==> src/rtl/pva_bank_pkg.sv <==
package pva_bank_pkg;

    typedef enum logic [1:0] {
        ST_IDLE   = 2'd0,
        ST_SEARCH = 2'd1,
        ST_WALK   = 2'd2,
        ST_DONE   = 2'd3
    } walk_state_e;

    // Position of the lowest set bit of v, limited to cap (cap also for v == 0).
    function automatic int unsigned low_zero_run(logic [31:0] v, int unsigned cap);
        int unsigned n;
        n = cap;
        for (int k = 31; k >= 0; k--) begin
            if (v[k]) n = k;
        end
        return (n > cap) ? cap : n;
    endfunction

endpackage

==> src/rtl/pva_next_hit.sv <==
// Stride -> constant index step between elements sharing one bank.
module pva_next_hit #(
    parameter int NUM_BANKS = 16,
    parameter int ADDR_W    = 32,
    localparam int BANK_W   = $clog2(NUM_BANKS),
    localparam int INC_W    = BANK_W + 1,
    localparam int LOG_W    = $clog2(BANK_W + 1)
) (
    input  logic [ADDR_W-1:0] stride,
    output logic [INC_W-1:0]  inc,
    output logic [LOG_W-1:0]  inc_log2
);
    import pva_bank_pkg::*;

    logic [BANK_W-1:0] s_lo;
    int unsigned       tz;

    always_comb begin
        s_lo     = stride[BANK_W-1:0];
        // gcd(s, N) = 2^tz for power-of-two N; step = N / gcd
        tz       = low_zero_run(32'(s_lo), BANK_W);
        inc_log2 = LOG_W'(BANK_W - tz);
        inc      = INC_W'(1) << inc_log2;
    end

endmodule

==> src/rtl/pva_first_hit.sv <==
// Two-stage search for the first element index landing in this bank.
module pva_first_hit #(
    parameter int NUM_BANKS = 16,
    parameter int LEN_W     = 16,
    localparam int BANK_W   = $clog2(NUM_BANKS)
) (
    input  logic              clk,
    input  logic              rst,
    input  logic              start,
    input  logic [BANK_W-1:0] base_lo,
    input  logic [BANK_W-1:0] stride_lo,
    input  logic [BANK_W-1:0] bank,
    input  logic [LEN_W-1:0]  len,
    output logic              res_valid,
    output logic              res_hit,
    output logic [BANK_W-1:0] res_idx
);
    logic [NUM_BANKS-1:0] match_c;
    logic [NUM_BANKS-1:0] match_q;
    logic                 s1_valid;
    logic [LEN_W-1:0]     s1_len;
    logic                 found;
    logic [BANK_W-1:0]    low_idx;

    // Residue of element i, for i across one full period of N.
    for (genvar i = 0; i < NUM_BANKS; i++) begin : g_residue
        localparam logic [BANK_W-1:0] IV = BANK_W'(i);
        assign match_c[i] = ((base_lo + IV * stride_lo) == bank);
    end

    always_ff @(posedge clk) begin
        if (rst) begin
            s1_valid <= 1'b0;
            match_q  <= '0;
            s1_len   <= '0;
        end else begin
            s1_valid <= start;
            if (start) begin
                match_q <= match_c;
                s1_len  <= len;
            end
        end
    end

    // Lowest set match bit
    always_comb begin
        found   = 1'b0;
        low_idx = '0;
        for (int k = NUM_BANKS - 1; k >= 0; k--) begin
            if (match_q[k]) begin
                found   = 1'b1;
                low_idx = BANK_W'(k);
            end
        end
    end

    always_ff @(posedge clk) begin
        if (rst) begin
            res_valid <= 1'b0;
            res_hit   <= 1'b0;
            res_idx   <= '0;
        end else begin
            res_valid <= s1_valid;
            res_hit   <= found && (LEN_W'(low_idx) < s1_len);
            res_idx   <= low_idx;
        end
    end

endmodule

==> src/rtl/pva_elem_walker.sv <==
// Index/address registers of the element loop.
module pva_elem_walker #(
    parameter int NUM_BANKS = 16,
    parameter int ADDR_W    = 32,
    parameter int LEN_W     = 16,
    localparam int BANK_W   = $clog2(NUM_BANKS),
    localparam int INC_W    = BANK_W + 1,
    localparam int LOG_W    = $clog2(BANK_W + 1)
) (
    input  logic              clk,
    input  logic              rst,
    input  logic              load,
    input  logic [BANK_W-1:0] load_idx,
    input  logic [ADDR_W-1:0] base,
    input  logic [ADDR_W-1:0] stride,
    input  logic [INC_W-1:0]  inc,
    input  logic [LOG_W-1:0]  inc_log2,
    input  logic [LEN_W-1:0]  len,
    input  logic              step,
    output logic [LEN_W-1:0]  idx,
    output logic [ADDR_W-1:0] addr,
    output logic              last
);
    logic [ADDR_W-1:0] addr_step;
    logic [INC_W-1:0]  inc_q;
    logic [LEN_W:0]    next_idx;

    assign next_idx = {1'b0, idx} + (LEN_W + 1)'(inc_q);
    assign last     = (next_idx >= {1'b0, len});

    always_ff @(posedge clk) begin
        if (rst) begin
            idx       <= '0;
            addr      <= '0;
            addr_step <= '0;
            inc_q     <= '0;
        end else if (load) begin
            idx       <= LEN_W'(load_idx);
            addr      <= base + ADDR_W'(load_idx) * stride;
            addr_step <= stride << inc_log2;
            inc_q     <= inc;
        end else if (step) begin
            idx       <= next_idx[LEN_W-1:0];
            addr      <= addr + addr_step;
        end
    end

endmodule

==> src/rtl/pva_bank_ctrl.sv <==
module pva_bank_ctrl #(
    parameter int NUM_BANKS = 16,
    parameter int ADDR_W    = 32,
    parameter int LEN_W     = 16,
    localparam int BANK_W   = $clog2(NUM_BANKS),
    localparam int INC_W    = BANK_W + 1,
    localparam int LOG_W    = $clog2(BANK_W + 1)
) (
    input  logic              clk,
    input  logic              rst,
    input  logic [BANK_W-1:0] my_bank,
    input  logic              req_valid,
    output logic              req_ready,
    input  logic [ADDR_W-1:0] req_base,
    input  logic [ADDR_W-1:0] req_stride,
    input  logic [LEN_W-1:0]  req_len,
    output logic              elem_valid,
    input  logic              elem_ready,
    output logic [ADDR_W-1:0] elem_addr,
    output logic [LEN_W-1:0]  elem_idx,
    output logic              done,
    output logic              no_hit
);
    import pva_bank_pkg::*;

    walk_state_e       state;
    logic [ADDR_W-1:0] base_q;
    logic [ADDR_W-1:0] stride_q;
    logic [LEN_W-1:0]  len_q;
    logic              nohit_q;

    logic              accept;
    logic              fh_valid;
    logic              fh_hit;
    logic [BANK_W-1:0] fh_idx;
    logic [INC_W-1:0]  inc;
    logic [LOG_W-1:0]  inc_log2;
    logic              walk_load;
    logic              walk_step;
    logic              walk_last;

    assign req_ready  = (state == ST_IDLE);
    assign elem_valid = (state == ST_WALK);
    assign done       = (state == ST_DONE);
    assign no_hit     = nohit_q;
    assign accept     = req_valid && req_ready;
    assign walk_load  = (state == ST_SEARCH) && fh_valid && fh_hit;
    assign walk_step  = elem_valid && elem_ready;

    pva_first_hit #(.NUM_BANKS(NUM_BANKS), .LEN_W(LEN_W)) u_first (
        .clk       (clk),
        .rst       (rst),
        .start     (accept),
        .base_lo   (req_base[BANK_W-1:0]),
        .stride_lo (req_stride[BANK_W-1:0]),
        .bank      (my_bank),
        .len       (req_len),
        .res_valid (fh_valid),
        .res_hit   (fh_hit),
        .res_idx   (fh_idx)
    );

    pva_next_hit #(.NUM_BANKS(NUM_BANKS), .ADDR_W(ADDR_W)) u_next (
        .stride   (stride_q),
        .inc      (inc),
        .inc_log2 (inc_log2)
    );

    pva_elem_walker #(.NUM_BANKS(NUM_BANKS), .ADDR_W(ADDR_W), .LEN_W(LEN_W)) u_walk (
        .clk      (clk),
        .rst      (rst),
        .load     (walk_load),
        .load_idx (fh_idx),
        .base     (base_q),
        .stride   (stride_q),
        .inc      (inc),
        .inc_log2 (inc_log2),
        .len      (len_q),
        .step     (walk_step),
        .idx      (elem_idx),
        .addr     (elem_addr),
        .last     (walk_last)
    );

    always_ff @(posedge clk) begin
        if (rst) begin
            state    <= ST_IDLE;
            base_q   <= '0;
            stride_q <= '0;
            len_q    <= '0;
            nohit_q  <= 1'b0;
        end else begin
            unique case (state)
                ST_IDLE: begin
                    if (req_valid) begin
                        base_q   <= req_base;
                        stride_q <= req_stride;
                        len_q    <= req_len;
                        state    <= ST_SEARCH;
                    end
                end
                ST_SEARCH: begin
                    if (fh_valid) begin
                        if (fh_hit) begin
                            state <= ST_WALK;
                        end else begin
                            state   <= ST_DONE;
                            nohit_q <= 1'b1;
                        end
                    end
                end
                ST_WALK: begin
                    if (walk_step && walk_last) begin
                        state <= ST_DONE;
                    end
                end
                ST_DONE: begin
                    state   <= ST_IDLE;
                    nohit_q <= 1'b0;
                end
                default: state <= ST_IDLE;
            endcase
        end
    end

endmodule

==> config.mk <==
export PLATFORM = sky130hd
export DESIGN_NAME = pva_bank_ctrl
export DESIGN_NICKNAME = d
export VERILOG_FILES = /design/src/rtl/pva_bank_pkg.sv /design/src/rtl/pva_next_hit.sv /design/src/rtl/pva_first_hit.sv /design/src/rtl/pva_elem_walker.sv /design/src/rtl/pva_bank_ctrl.sv
export SDC_FILE = /design/constraint.sdc
export NUM_CORES = 1
export LEC_CHECK = 0
export ABC_AREA = 1
export BUFFER_PORTS_ARGS = -buffer_cell sky130_fd_sc_hd__buf_2
export CAP_MARGIN = 0
export CORE_MARGIN = 2
export CORE_UTILIZATION = 50
export DETAILED_ROUTE_END_ITERATION = 12
export PLACE_DENSITY = 0.8
export SYNTH_ARGS = -nofsm -noshare
export SYNTH_HDL_FRONTEND = slang
export SYNTH_HIERARCHICAL = 1
export SYNTH_SLANG_ARGS = --single-unit
export TNS_END_PERCENT = 10
==> constraint.sdc <==
create_clock -name clk -period 3.9 [get_ports clk]
set_input_delay 0 -clock clk [delete_from_list [all_inputs] [get_ports clk]]
set_output_delay 0 -clock clk [all_outputs]
set_load 0.01 [all_outputs]
After elaboration in Yosys (flattened, before gate mapping). Cells that the tools add are included.

Register bits: 207. Memories: 0. Logic and storage cells: 137. Bits in read-only memories: 0. Bits in latches: 0. RAM bits: 0.

Shifts and indexed selects: 2. Equality and inequality tests: 23. Add/subtract/negate cells: 19. Divide/modulo/power cells: 0. Bitwise gates (word level): 0. Order comparisons: 3. Multiply operators: 12. Reduce and logical (&&, ||, !) cells: 13. Mux-type cells: 49.

Operators with widths (count): 4-bit 2-to-1 mux (18); 32-bit adder (2); 4-bit == test (16); 32-bit 2-to-1 mux (2); 4-bit adder (15); 4-bit by 32-bit multiplier with 32-bit output (1); 32-bit by 3-bit left shift with 32-bit output (1); 1-bit 2-to-1 mux (19); 16-bit by 5-bit adder with 17-bit output (1); 17-bit by 16-bit >= comparator with 1-bit output (1); 4-bit by 16-bit < comparator with 1-bit output (1); 3-bit 2-to-1 mux (5); 3-bit by 4-bit multiplier with 4-bit output (first input constant) (3); 3-bit by 4-bit multiplier with 3-bit output (first input constant) (2); 4-bit by 4-bit multiplier with 4-bit output (first input constant) (2); 2-bit case mux with 4 select lines (1); 1-bit logical AND (6); 2-bit 2-to-1 mux (3); 3-bit AND reduction (2); 1-bit by 3-bit left shift with 5-bit output (first input constant) (1); 2-bit == test (second input constant) (2); 1-bit by 4-bit multiplier with 4-bit output (first input constant) (1); 2-bit by 4-bit multiplier with 2-bit output (first input constant) (1); 2-bit by 4-bit multiplier with 3-bit output (first input constant) (1); other kinds (11) (14).

Longest topological paths before layout.
Word-level depth: 18. Depth in mapped cells: 26. Depth with buffers taken out: 26.

Modules after synthesis. The synthesis kept the hierarchy.

Modules (own cells, without submodules): pva_elem_walker (times used 1, cells each 2190, area each 12886.1 sq um); pva_bank_ctrl (times used 1, cells each 386, area each 3042.9 sq um); pva_first_hit (times used 1, cells each 366, area each 2904.0 sq um); pva_next_hit (times used 1, cells each 32, area each 202.7 sq um).

Least setup slack after synthesis. OpenSTA, ideal clock, no wires.

Path kind: register to register. Start: register u_first.res_idx[3]. End: register u_walk.addr[30]. Data required time: 3.787 ns. Arrival time: 3.820 ns. Buffers on the path: 2. Path slack: -0.033 ns. Cell stages (with the launch flop): 21. Period minus slack after synthesis: 3.933 ns. Cells stage by stage: dfxtp_1 -> clkbuf_1 -> clkbuf_1 -> nand2_1 -> fa_1 -> fa_1 -> fa_1 -> inv_1 -> ha_1 -> a21oi_2 -> nand2_2 -> nand2_2 -> nand2_2 -> nand2_1 -> nand3_2 -> nand2_1 -> nand2_1 -> nand2_1 -> nand2_1 -> nor2_1 -> nor2_1.

Word-level cells in the longest chain between the ends: 3.

RTL lines: from (decl) (RTL line pva_first_hit.sv:16) `output logic [BANK_W-1:0] res_idx`; from (signal assigned) (RTL line pva_first_hit.sv:65) `res_idx <= low_idx;`; 4-bit by 32-bit multiplier with 32-bit output (RTL line pva_elem_walker.sv:39) `addr <= base + ADDR_W'(load_idx) * stride;`; 32-bit adder (RTL line pva_elem_walker.sv:39); 32-bit 2-to-1 mux (RTL line pva_elem_walker.sv:37) `end else if (load) begin`; to (signal assigned) (RTL line pva_elem_walker.sv:39); to (signal assigned) (RTL line pva_elem_walker.sv:44) `addr <= addr + addr_step;`; to (decl) (RTL line pva_elem_walker.sv:21) `output logic [ADDR_W-1:0] addr,`.

No other way between the ends. A chain may end at the register's enable or synchronous reset.

Worst setup path in the final report.
Start: register u_first.res_idx[1]. End: register u_walk.addr[15].

Same word-level chain as after synthesis.

==> results.md <==
* Clock tree from TritonCTS: yes
* Number of H-tree levels at 1
* Slowest cell on the critical path: sky130_fd_sc_hd__fa_1
* Vert. Die Dim at roughly 200 microns
* Worst path required time at 4.34 ns
* Most common cell after layout, fill and taps aside: sky130_fd_sc_hd__nand2_1
* Share of final-layout standard cells stronger than drive strength 1 at between 10% and 20%
* Number of endpoints with negative hold slack in the final report at 0
* Initial antenna violation count at 0
* Post-synthesis instance total at a little under 3000
* Cell-by-cell listing of the critical path: clkbuf_16 -> nand2_1 -> inv_1 -> fa_1 -> fa_1 -> inv_1 -> fa_1 -> inv_1 -> ha_4 -> nand2_1 -> nand2_2 -> nand2_1 -> nand2_2 -> a21oi_2 -> nand2_2 -> xor2_2 -> nand2_1 -> nand3_2 -> nand2_1 -> inv_1
* Die Span X at approximately 200 microns
* Peak VDD IR at 0.924 mV
* Synthesized area divided by synthesized cell count at 6.40 sq um
* Final Max Tran Viols at 0
* Clock latency on the worst-skew pair at 0.55 ns
* Worst path max stage delay at about 0.56 ns
* Worst hold-check slack at 0.0537 ns
* Wire length of the first global-routing pass at 93.5 mm
* Type of the tightest min-delay check: input port to flop
* Detailed-routing iteration count for the pre-antenna-repair pass at 6
* Per-cell via count in the routed design at 5.27
* Power dissipated by switching net loads at 4.70 mW
* Initial Util at 50.7%
* Startpoint of the most critical setup path: u_first/res_idx[1]
* Sinks on Clock Net at 207
* Sequential cell area in the final layout at between 4000 and 5000 sq um
* Share of the yosys chip area belonging to registers at approximately 22%
* Fraction of the cycle the final worst path needs at 99.7%
* Leakage power figure at 12.6 nW
* Number of placed I/O pins at 140
* Number of enable flip-flop cells after synthesis at 0
* Inserted Clock Buffers at 24
* Final number of setup-violating endpoints at 0
* Wire length after detailed routing at 62.6 mm
* Die Outline Area at 39600 sq um
* #FFs+latches synth at 207
* Synth Warn # at 6
* P per Cell Area at 457 nW/um^2
* Row cnt at 71
* Area of the mapped netlist at 19000 sq um
* Comb pwr share at 50.3%
* Placed wire-length estimate after detailed placement at 44.9 mm
* Clock root cell: sky130_fd_sc_hd__clkbuf_16
* Crit-path max FO at 7
* Count of buffers inserted at the top-level ports at 139
* Cell-internal power at about 5.8 mW
* Global-route total usage across every layer at 29.7%
* Count of unresolved DRC violations after routing at 0
* Wire length per cell at 16.7 microns
* Sequential share of power at 27.2%
* Clock transition at the registers of the reported paths at 0.06 ns
* Leading cell types in the layout, fill and taps excluded: sky130_fd_sc_hd__nand2_1, sky130_fd_sc_hd__inv_1, sky130_fd_sc_hd__nor2_1, sky130_fd_sc_hd__o21ai_0, sky130_fd_sc_hd__dfxtp_1
* Worst Path Arrival at around 4.3 ns
* Critical register-to-register path startpoint: u_first/res_idx[1]
* Area of the multi-input gates at 12700 sq um
* Actual slew at the worst max-slew pin at 0.984 ns
* Top_reg_cell synth: sky130_fd_sc_hd__dfxtp_1
* Startpoint types: flop
* Setup repair after global routing missed its margin: yes
* Proportion of register bits with asynchronous set or reset after synthesis at 0%
* Number of distinct library cells after synthesis at 57
* Routability-driven placement congestion ratio at ~1
* Result of the run: complete, no violations
* Final critical path time including I/O delays and setup at 3.89 ns
* Antenna viol nets, final at 0
* Most repeated library cell on the critical path: sky130_fd_sc_hd__nand2_1
* Clock Skew at 0.0201 ns
* Buffer levels on the longest clock path at 3
* NumNets Final at 3527
* Violation count after the first detailed-routing iteration at around 1800
* Worst max-slew margin expressed relative to the limit at 34.2%
* Number of diodes added for antenna fixing at 0
* Net Count, Synth at 3284
* Remaining global-route overflow at 0
* Layout fillers at 3283
* Clock network fraction of design power at 22.5%
* Setup TNS at 0 ns
* Core footprint at around 38000 sq um
* Sort of element at the end of the critical path: flop
* Net switching fraction of the power at 44.6%
* CP Class: flop to flop
* Achievable frequency at 257 MHz
* Vias in the first global route at 18400
* Post-synthesis to final-layout area growth at 21.3%
* Max Cap Violations at 0
* Start point of the worst hold path: my_bank[3]
* Routed via count at approximately 20000
* Maximum number of pins on one net before global-route repair at 82
==> flip-flops by register name, summed over array words and instances, names as in the netlist <==
name and count:
no_hit 1, u_first/res_hit 1, u_first/res_idx 4, u_first/match_q 16, len_q 16, u_walk/addr_step 32, state 2, stride_q 32
u_first/s1_valid 1, base_q 32, u_walk/idx 16, u_first/s1_len 16, u_walk/inc_q 5, u_first/res_valid 1, u_walk/addr 32
==> synth_stat cells (10+ instances only) <==
library cell | number | area, sq um
sky130_fd_sc_hd__nand2_1 | 771 | 2890
sky130_fd_sc_hd__inv_1 | 623 | 2340
sky130_fd_sc_hd__nor2_1 | 311 | 1170
sky130_fd_sc_hd__o21ai_0 | 215 | 1080
sky130_fd_sc_hd__dfxtp_1 | 207 | 4140
sky130_fd_sc_hd__nand3_1 | 125 | 626
sky130_fd_sc_hd__ha_1 | 118 | 1480
sky130_fd_sc_hd__a21oi_1 | 109 | 546
sky130_fd_sc_hd__fa_1 | 104 | 2080
sky130_fd_sc_hd__clkbuf_1 | 43 | 161
sky130_fd_sc_hd__xor2_1 | 40 | 350
sky130_fd_sc_hd__xnor2_1 | 33 | 289
sky130_fd_sc_hd__buf_2 | 24 | 120
sky130_fd_sc_hd__o2bb2ai_1 | 22 | 193
sky130_fd_sc_hd__nand4_1 | 19 | 119
sky130_fd_sc_hd__nor2_2 | 17 | 106
sky130_fd_sc_hd__nor3_1 | 16 | 80.1
sky130_fd_sc_hd__o21ai_1 | 15 | 75.1
sky130_fd_sc_hd__inv_2 | 14 | 52.6
sky130_fd_sc_hd__o211ai_1 | 13 | 97.6
sky130_fd_sc_hd__nand2_2 | 12 | 75.1
sky130_fd_sc_hd__o21bai_1 | 12 | 90.1
sky130_fd_sc_hd__nand3b_1 | 10 | 75.1
==> through the flow <==
| step | utilization [%] | instance area [sq um] | setup slack, ns | power, mW | std cells |
|---|---|---|---|---|---|
| global route | 61.5 | 23100 | -0.124 | 11.2 | 3746 |
| finish | 61.5 | 23100 | 0.00982 | 10.5 | 3746 |
| CTS | 59.1 | 22200 | 0.00813 | 9.88 | 3732 |
| detailed placement | 54.6 | 20500 | -0.0152 | 7.41 | 3603 |
| global placement | 54.6 | 20500 | 0.0108 | 7.32 | 3603 |
| floorplan | - | 19000 | 0.0541 | 6.00 | 2974 |
==> routing by layer <==
layer / part of all wire [%] / up-vias / track usage, %
met5: 0 / - / 0
met4: 5.1 / 0 / 12.8
met3: 8.5 / 204 / 4.91
met2: 46 / 917 / 49.8
met1: 40 / 9029 / 37.8
li1: - / 9599 / -
==> critical path, delay by kind of cell, from the launching register on <==
family	cells	cell delay [ns]
buffers and inverters	5	0.42
flip-flops	1	0.39
XOR/XNOR	1	0.20
AND/OR/NAND/NOR	9	0.71
adder cells (fa/ha/maj)	4	1.86
AO/OA/AOI/OAI	1	0.19
==> power by group through the flow <==
stage / logic (mW) / registers (mW) / clock network [mW]
global placement: 4.44 / 2.88 / 0
finish: 5.30 / 2.87 / 2.37
CTS: 4.64 / 2.85 / 2.40
detailed placement: 4.52 / 2.89 / 0
global route: 5.83 / 2.92 / 2.47
floorplan: 3.17 / 2.83 / 0
==> layout make-up <==
| type | count | area share [%] |
|---|---|---|
| clock buffers | 35 | 2.95 |
| clock inverters | 9 | 0.628 |
| inverters | 640 | 10.4 |
| multi-input cells | 2036 | 55.2 |
| flip-flops and latches | 207 | 18.0 |
| well taps | 511 | 2.77 |
| repair buffers | 308 | 10.1 |
==> kinds of logic (layout without fill, tap and decap cells) <==
logic type / count (synthesis) / count (layout) / share of synthesized area (%)
fa+ha+maj: 222 / 222 / 18.7
simple gates: 1310 / 1310 / 28.3
flops: 207 / 207 / 21.8
xor+xnor: 73 / 73 / 3.36
compound gates: 428 / 428 / 12.7
buf+inv: 731 / 992 / 15.0
mux: 3 / 3 / 0.158
==> timing repair <==
| action | 4_1_cts | 5_1_grt |
|---|---|---|
| cloned | 0 | 7 |
| resized for setup | 5 | 161 |
| pin swaps | 1 | 61 |
| buffers inserted | 0 | 7 |
| endpoints found under the setup margin | 2 | 25 |
| hold buffers | 85 | 0 |
| endpoints found under the hold margin | 109 | 0 |
==> path summary, 6_finish.rpt <==
kind | to | depth (start not counted) | slack (ns)
max reg2reg | u_walk/addr[15] | 20 | 0.01
min reg2reg | u_first/res_valid | 2 | 0.41
min | u_first/match_q[13] | 4 | 0.05
max | u_walk/addr[15] | 20 | 0.01
No activity file was read; power rests on OpenSTA's default activity.
